===== src/rtl/e1_seq_pkg.sv =====
package e1_seq_pkg;
  // Strobes that the control sends to the counting datapath
  typedef struct packed {
    logic clear;     // load the start of frame 0
    logic bitAdv;    // advance the bit counter
    logic slotAdv;   // advance the timeslot counter
    logic frameAdv;  // advance the frame counter
  } seqStrb_t;
endpackage


===== src/rtl/e1_seq_ctrl.sv =====
module e1_seq_ctrl
  import e1_seq_pkg::*;
(
  input  logic     clk,
  input  logic     rst,
  input  logic     realign,
  input  logic     bitLast,
  input  logic     slotLast,
  output seqStrb_t strb
);

  always_comb begin
    strb.clear    = rst | realign;
    strb.bitAdv   = ~strb.clear;
    strb.slotAdv  = ~strb.clear & bitLast;
    strb.frameAdv = ~strb.clear & bitLast & slotLast;
  end

  // clear has priority; no advance strobe accompanies it
  a_r11_clear_exclusive: assert property (@(posedge clk)
    (rst | realign) |-> !(strb.bitAdv | strb.slotAdv | strb.frameAdv));

  // a frame step always coincides with a timeslot step
  a_r3_frame_needs_slot: assert property (@(posedge clk) disable iff (rst)
    strb.frameAdv |-> strb.slotAdv);

endmodule


===== src/rtl/e1_seq_datapath.sv =====
module e1_seq_datapath
  import e1_seq_pkg::*;
#(
  parameter int BITS_PER_SLOT = 8,
  parameter int SLOTS_PER_FRAME = 32,
  parameter int FRAMES_PER_MF = 16,
  parameter int SIG_SLOT = 16,
  localparam int BCW = $clog2(BITS_PER_SLOT),
  localparam int BNW = $clog2(BITS_PER_SLOT + 1),
  localparam int SW  = $clog2(SLOTS_PER_FRAME),
  localparam int FW  = $clog2(FRAMES_PER_MF)
) (
  input  logic           clk,
  input  logic           rst,
  input  seqStrb_t       strb,
  output logic           bitLast,
  output logic           slotLast,
  output logic [BNW-1:0] bitNum,
  output logic [SW-1:0]  slotNum,
  output logic [FW-1:0]  frameNum,
  output logic [SW-1:0]  chanNum,
  output logic           chanValid,
  output logic           frameStart,
  output logic           mfStart,
  output logic           alignSlot,
  output logic           sigSlot
);

  logic [BCW-1:0] bitCnt;
  logic [SW-1:0]  slotCnt;
  logic [FW-1:0]  frameCnt;
  logic           frameLast;

  assign bitLast   = (bitCnt == BCW'(BITS_PER_SLOT - 1));
  assign slotLast  = (slotCnt == SW'(SLOTS_PER_FRAME - 1));
  assign frameLast = (frameCnt == FW'(FRAMES_PER_MF - 1));

  always_ff @(posedge clk) begin
    if (strb.clear) begin
      bitCnt   <= '0;
      slotCnt  <= '0;
      frameCnt <= '0;
    end else begin
      if (strb.bitAdv)   bitCnt   <= bitLast   ? '0 : bitCnt + BCW'(1);
      if (strb.slotAdv)  slotCnt  <= slotLast  ? '0 : slotCnt + SW'(1);
      if (strb.frameAdv) frameCnt <= frameLast ? '0 : frameCnt + FW'(1);
    end
  end

  // Position outputs
  assign bitNum   = BNW'(bitCnt) + BNW'(1);
  assign slotNum  = slotCnt;
  assign frameNum = frameCnt;

  assign alignSlot  = (slotCnt == '0);
  assign sigSlot    = (slotCnt == SW'(SIG_SLOT));
  assign frameStart = alignSlot && (bitCnt == '0);
  assign mfStart    = frameStart && (frameCnt == '0);

  // Timeslot to channel map: skip framing and signalling slots
  always_comb begin
    if (alignSlot || sigSlot) begin
      chanValid = 1'b0;
      chanNum   = '0;
    end else if (slotCnt < SW'(SIG_SLOT)) begin
      chanValid = 1'b1;
      chanNum   = slotCnt;
    end else begin
      chanValid = 1'b1;
      chanNum   = slotCnt - SW'(1);
    end
  end

  // a clear lands on the start position
  a_r11_clear_to_start: assert property (@(posedge clk)
    strb.clear |=> (bitCnt == '0 && slotCnt == '0 && frameCnt == '0));

  // the timeslot holds while bits remain in it
  a_r2_slot_holds: assert property (@(posedge clk) disable iff (rst)
    (strb.bitAdv && !bitLast) |=> $stable(slotCnt));

  // the frame holds while timeslots remain in it
  a_r3_frame_holds: assert property (@(posedge clk) disable iff (rst)
    (strb.bitAdv && !(bitLast && slotLast)) |=> $stable(frameCnt));

  // no channel means channel number zero
  a_r7_idle_zero: assert property (@(posedge clk) disable iff (rst)
    !chanValid |-> (chanNum == '0));

  // multiframe strobe only ever with frame strobe
  a_r9_mf_in_frame: assert property (@(posedge clk) disable iff (rst)
    mfStart |-> frameStart);

  // framing and signalling flags never overlap
  a_r10_flags_excl: assert property (@(posedge clk) disable iff (rst)
    $onehot0({alignSlot, sigSlot}));

  // frame strobe lasts one cycle
  a_r8_single_pulse: assert property (@(posedge clk) disable iff (rst)
    (frameStart && strb.bitAdv) |=> !frameStart);

endmodule


===== src/rtl/e1_slot_seq.sv =====
module e1_slot_seq
  import e1_seq_pkg::*;
#(
  parameter int BITS_PER_SLOT = 8,
  parameter int SLOTS_PER_FRAME = 32,
  parameter int FRAMES_PER_MF = 16,
  parameter int SIG_SLOT = 16,
  localparam int BNW = $clog2(BITS_PER_SLOT + 1),
  localparam int SW  = $clog2(SLOTS_PER_FRAME),
  localparam int FW  = $clog2(FRAMES_PER_MF)
) (
  input  logic           clk,
  input  logic           rst,
  input  logic           realign,
  output logic [BNW-1:0] bitNum,
  output logic [SW-1:0]  slotNum,
  output logic [FW-1:0]  frameNum,
  output logic [SW-1:0]  chanNum,
  output logic           chanValid,
  output logic           frameStart,
  output logic           mfStart,
  output logic           alignSlot,
  output logic           sigSlot
);

  seqStrb_t strb;
  logic     bitLast;
  logic     slotLast;

  e1_seq_ctrl u_ctrl (
    .clk      (clk),
    .rst      (rst),
    .realign  (realign),
    .bitLast  (bitLast),
    .slotLast (slotLast),
    .strb     (strb)
  );

  e1_seq_datapath #(
    .BITS_PER_SLOT   (BITS_PER_SLOT),
    .SLOTS_PER_FRAME (SLOTS_PER_FRAME),
    .FRAMES_PER_MF   (FRAMES_PER_MF),
    .SIG_SLOT        (SIG_SLOT)
  ) u_dp (
    .clk        (clk),
    .rst        (rst),
    .strb       (strb),
    .bitLast    (bitLast),
    .slotLast   (slotLast),
    .bitNum     (bitNum),
    .slotNum    (slotNum),
    .frameNum   (frameNum),
    .chanNum    (chanNum),
    .chanValid  (chanValid),
    .frameStart (frameStart),
    .mfStart    (mfStart),
    .alignSlot  (alignSlot),
    .sigSlot    (sigSlot)
  );

endmodule


===== config.mk =====
export PLATFORM = sky130hd
export DESIGN_NAME = e1_slot_seq
export DESIGN_NICKNAME = d
export VERILOG_FILES = /design/src/rtl/e1_seq_pkg.sv /design/src/rtl/e1_seq_ctrl.sv /design/src/rtl/e1_seq_datapath.sv /design/src/rtl/e1_slot_seq.sv
export SDC_FILE = /design/constraint.sdc
export NUM_CORES = 1
export LEC_CHECK = 0
export ABC_AREA = 1
export BUFFER_PORTS_ARGS = -buffer_cell sky130_fd_sc_hd__buf_2
export CORE_MARGIN = 1
export CORE_UTILIZATION = 50
export DETAILED_ROUTE_END_ITERATION = 8
export HOLD_SLACK_MARGIN = 0.12
export PLACE_DENSITY = 0.83
export SLEW_MARGIN = 25
export SYNTH_ARGS = -nofsm -noshare
export SYNTH_HDL_FRONTEND = slang
export SYNTH_HIERARCHICAL = 1
export SYNTH_SLANG_ARGS = --single-unit

===== constraint.sdc =====
create_clock -name clk -period 3 [get_ports clk]
set_input_delay 0.15 -clock clk [delete_from_list [all_inputs] [get_ports clk]]
set_output_delay 0.15 -clock clk [all_outputs]
set_load 0.01 [all_outputs]

**Yosys cells after proc, flatten, opt, wreduce, memory -nomap -nowiden**

Index checks and enable logic that the tools add are counted.

- $add $sub $neg: 5
- Order comparisons: 1
- Equality and inequality tests: 4
- Mux-type cells: 5
- Bitwise gates (word level): 4
- Reduce and logical (&&, ||, !) cells: 7

Operators with widths:

| kind | number |
|---|---|
| 5-bit 2-to-1 mux | 3 |
| 5-bit == test, second input constant | 2 |
| 5-bit by 1-bit adder with 5-bit output, second input constant | 1 |
| 5-bit logical NOT | 1 |
| 5-bit < comparator, second input constant | 1 |
| 5-bit by 1-bit subtractor with 5-bit output, second input constant | 1 |
| 3-bit by 1-bit adder with 4-bit output, second input constant | 1 |
| 4-bit by 1-bit adder with 4-bit output, second input constant | 1 |
| 4-bit == test, second input constant | 1 |
| 4-bit logical NOT | 1 |
| 4-bit 2-to-1 mux | 1 |
| 3-bit by 1-bit adder with 3-bit output, second input constant | 1 |
| 3-bit == test, second input constant | 1 |
| 3-bit logical NOT | 1 |
| 1-bit AND | 2 |
| 1-bit logical AND | 2 |
| 2-bit OR reduction | 1 |
| 1-bit logical OR | 1 |
| 1-bit 2-to-1 mux | 1 |
| 1-bit NOT | 1 |
| 1-bit bitwise OR | 1 |

- Register bits after elaboration: 12
- Bits of input ports: 3
- Output and inout port bits: 23
- Word-level logic and storage cells: 29

**Longest topological paths before layout**

- Depth in word-level cells: 4
- Depth in mapped cells: 11
- Mapped depth without buffers: 11

**Hierarchy**

Netlist, hierarchy kept.

By module, submodules not included:

| module | times used | cells an instance | area each (µm²) | sequential area each (µm²) |
|---|---|---|---|---|
| e1_seq_datapath | 1 | 115 | 798.3 | 240.2 |
| e1_seq_ctrl | 1 | 6 | 30.0 | 0.0 |

**Least setup slack after synthesis**

OpenSTA, ideal clock, no wires.

- Path type: register to register
- Start point: reg u_dp.slotCnt[1] (netlist: u_dp/slotNum[1])
- End point: reg u_dp.frameCnt[3] (netlist: u_dp/frameNum[3])
- Library setup time: 0.111 ns
- Arrival: 1.502 ns
- Required time: 2.889 ns
- Slack: 1.387 ns
- Cell stages (with the launch flop): 12
- Path buffers: 0
- Period minus slack after synthesis: 1.613 ns
- Cells stage by stage: dfxtp_1 -> ha_1 -> nand2_1 -> nor2_1 -> ha_1 -> inv_1 -> nor2_2 -> nand2_1 -> nor2_1 -> nand2_1 -> nand2_1 -> nor2_2

RTL lines:

| item | RTL line | RTL |
|---|---|---|
| from (decl) | e1_seq_datapath.sv:30 | `logic [SW-1:0] slotCnt;` |
| from (signal assigned) | e1_seq_datapath.sv:45 | `if (strb.slotAdv) slotCnt <= slotLast ? '0 : slotCnt + SW'(1);` |
| to (signal assigned) | e1_seq_datapath.sv:46 | `if (strb.frameAdv) frameCnt <= frameLast ? '0 : frameCnt + FW'(1);` |
| to (decl) | e1_seq_datapath.sv:31 | `logic [FW-1:0] frameCnt;` |

==> results.sh <==
export IMPL_power_internal_w=0.000241
export IMPL_path_clk_slew_ps=70
export IMPL_die_y_um=42.7
export IMPL_pwr_share_comb_pct=6.2
export IMPL_finalPower_w=0.000303
export IMPL_final_cells=165
export IMPL_drt_pre_antenna_iters=4
export IMPL_fp_dieW_um=42.7
export IMPL_diodes=0
export IMPL_final_core_util_pct=65.5
export IMPL_rsz0062_at_grt="false"
export IMPL_syn_area_um2=828
export IMPL_fmax_mhz=560
export IMPL_num_rows=14
export IMPL_report_final_slew_viol_count=0
export IMPL_worst_setup_path_end_kind="register"
export IMPL_grt_overflow=0
export IMPL_vias_per_cell=4.92
export IMPL_clk_latency_ps=270
export IMPL_grt_pass1_wl_um=2990
export IMPL_place_area_um2=962
export IMPL_cts_tree="yes"
export IMPL_period_minus_slack_ps=1790
export IMPL_switching_share_pct=20.5
export IMPL_wire_per_inst_um=10.2
export IMPL_cp_arrival_ps=1950
export IMPL_fin_worst_skew_ps=4.78
export IMPL_required_ps=3170
export IMPL_clockPowerShare_pct=40.7
export IMPL_ys_seq_area_share_pct=29.0
export IMPL_final_area_um2=998
export IMPL_peakVddDrop_uv=319
export IMPL_synth_top_cell_area_share_pct=29.0
export IMPL_synth_avg_cell_area_um2=6.85
export IMPL_routed_wl_um=1690
export IMPL_htree_levels=1
export IMPL_ys_types=21
export IMPL_drtIter0Drc=10
export IMPL_power_density_mw_per_mm2=303
export IMPL_start_util_pct=54.4
export IMPL_ios=26
export IMPL_outcome="finished clean"
export IMPL_gp_congestion=0.808
export IMPL_setup_tns_ps=0
export IMPL_cp_max_fo=7
export IMPL_coreArea_mm2=0.00152
export IMPL_hold_viol_final=0
export IMPL_seqPwrFrac_pct=53.1
export IMPL_final_setup_viol_count=0
export IMPL_slew_headroom_pct=77.1
export IMPL_min_period_over_period_pct=59.6
export IMPL_holdBufCountCts=0
export IMPL_syn_to_final_growth_pct=20.5
export IMPL_post_cts_setup_buffers=0
export IMPL_cts_buffers=3
export IMPL_drc=0
export IMPL_vias=811
export IMPL_grt_usage_pct=21.1
export IMPL_ys_seq_elements=12
export IMPL_worst_pin_slew_ps=343
export IMPL_dp_hpwl_um=1380
export IMPL_syn_num_nets=133
export IMPL_ys_warn_count=6
export IMPL_grt_max_degree=9
export IMPL_async_flop_share_pct=0
export IMPL_root_buffer="clkbuf_4"
export IMPL_finalNetCount=162
export IMPL_clkSinkCount=12
export IMPL_yosys_area_top_type="dfxtp_1"
export IMPL_die_area_mm2=0.00182
export IMPL_synthTopCellsByCount="23 x nand2_1, 20 x inv_1, 18 x nor2_1"
export IMPL_drive_gt1_share_pct=27.5
export IMPL_ys_flop_type="dfxtp_1"
export IMPL_ant_nets=0
export IMPL_cap_violations=0
export IMPL_start_kind="register"
export IMPL_yosysMostFrequentCell="nand2_1"
export IMPL_p_sw_w=0.0000620
export IMPL_synth_area_top_cells="dfxtp_1 29%, ha_1 14%, nand2_1 10%"
export IMPL_synth_edff_count=0
export IMPL_leakage_nw=0.479
export IMPL_grt_pass1_vias=757
export IMPL_antenna_found_initial=0
export IMPL_cts_path_max_buffers=2
export IMPL_cts_resized_gates=0
export IMPL_fillCellCount=142
export IMPL_path_class="reg -> reg"
export IMPL_synthCells=121
export IMPL_dp_cells=161
export IMPL_io_buffers=25
export IMPL_hold_path_class="in -> reg"
==> metrics by stage <==
stage,setup slack [ps],hold slack (ps)
2_1_floorplan,1390,356
3_3_place_gp,1380,473
3_5_place_dp,1240,478
4_1_cts,1220,188
5_1_grt,1010,221
6_report,1210,200
==> logic make-up after synthesis <==
group | Yosys count | share of synthesized area (%)
buf+inv | 23 | 11.3
compound gates | 17 | 10.3
xor+xnor | 3 | 3.17
simple gates | 57 | 32.6
flops | 12 | 29.0
fa+ha+maj | 9 | 13.6
==> power by group through the flow <==
stage          clock, W  sequential (W)  combinational, W
3_3_place_gp          0        0.000164         0.0000182
3_5_place_dp          0        0.000164         0.0000188
6_report       0.000123        0.000161         0.0000187
2_1_floorplan         0        0.000164         0.0000122
5_1_grt        0.000134        0.000161         0.0000215
4_1_cts        0.000128        0.000161         0.0000189
==> cell usage in the layout (no fill, tap or decap), types with 3 or more instances in the layout <==
cell type  count
buf_2         25
nand2_1       23
inv_1         20
nor2_1        18
dfxtp_1       12
a21oi_1        9
ha_1           9
o21ai_0        6
nand3_1        4
clkbuf_4       3
nor2_2         3
==> metal layers <==
layer / part of all wire [%] / up-vias / global-route usage, %
met5: 0 / - / 0
met1: 45 / 361 / 23.9
met2: 51 / 16 / 38.8
met4: 0 / 0 / 3.75
met3: 3.4 / 0 / 6.38
li1: - / 434 / -
==> area by class of cell <==
| cell class | instances | area, µm² | area share (%) |
|---|---|---|---|
| sequential | 12 | 240 | 24.1 |
| multi-input combinational | 86 | 494 | 49.5 |
| timing repair buffer | 25 | 125 | 12.5 |
| clock buffer | 4 | 36.3 | 3.63 |
| inverter | 22 | 82.6 | 8.27 |
| tap | 16 | 20.0 | 2.01 |
==> state kept, by name, summed over array words and instances, names as in the netlist <==
register	count
u_dp/frameNum	4
u_dp/slotNum	5
u_dp/bitCnt	3
==> critical path, cell delays in order (launching register included) <==
cell and delay, ps:
dfxtp_1 450, ha_1 220, nand2_1 60, nor2_1 100
ha_1 180, inv_1 60, nor2_2 220, nand2_1 110
nor2_1 110, nand2_1 70, nand2_1 70, nor2_2 40
==> worst paths after layout <==
| check | startpoint | to | slack [ps] | cells after the start |
|---|---|---|---|---|
| max | u_dp/slotNum[1] | u_dp/frameNum[3] | 1210 | 11 |
| min | realign | u_dp/bitCnt[1] | 200 | 4 |
| max reg2reg | u_dp/slotNum[1] | u_dp/frameNum[3] | 1210 | 11 |
| min reg2reg | u_dp/bitCnt[1] | u_dp/bitCnt[1] | 500 | 2 |
Power figures use the tool's default switching activity.
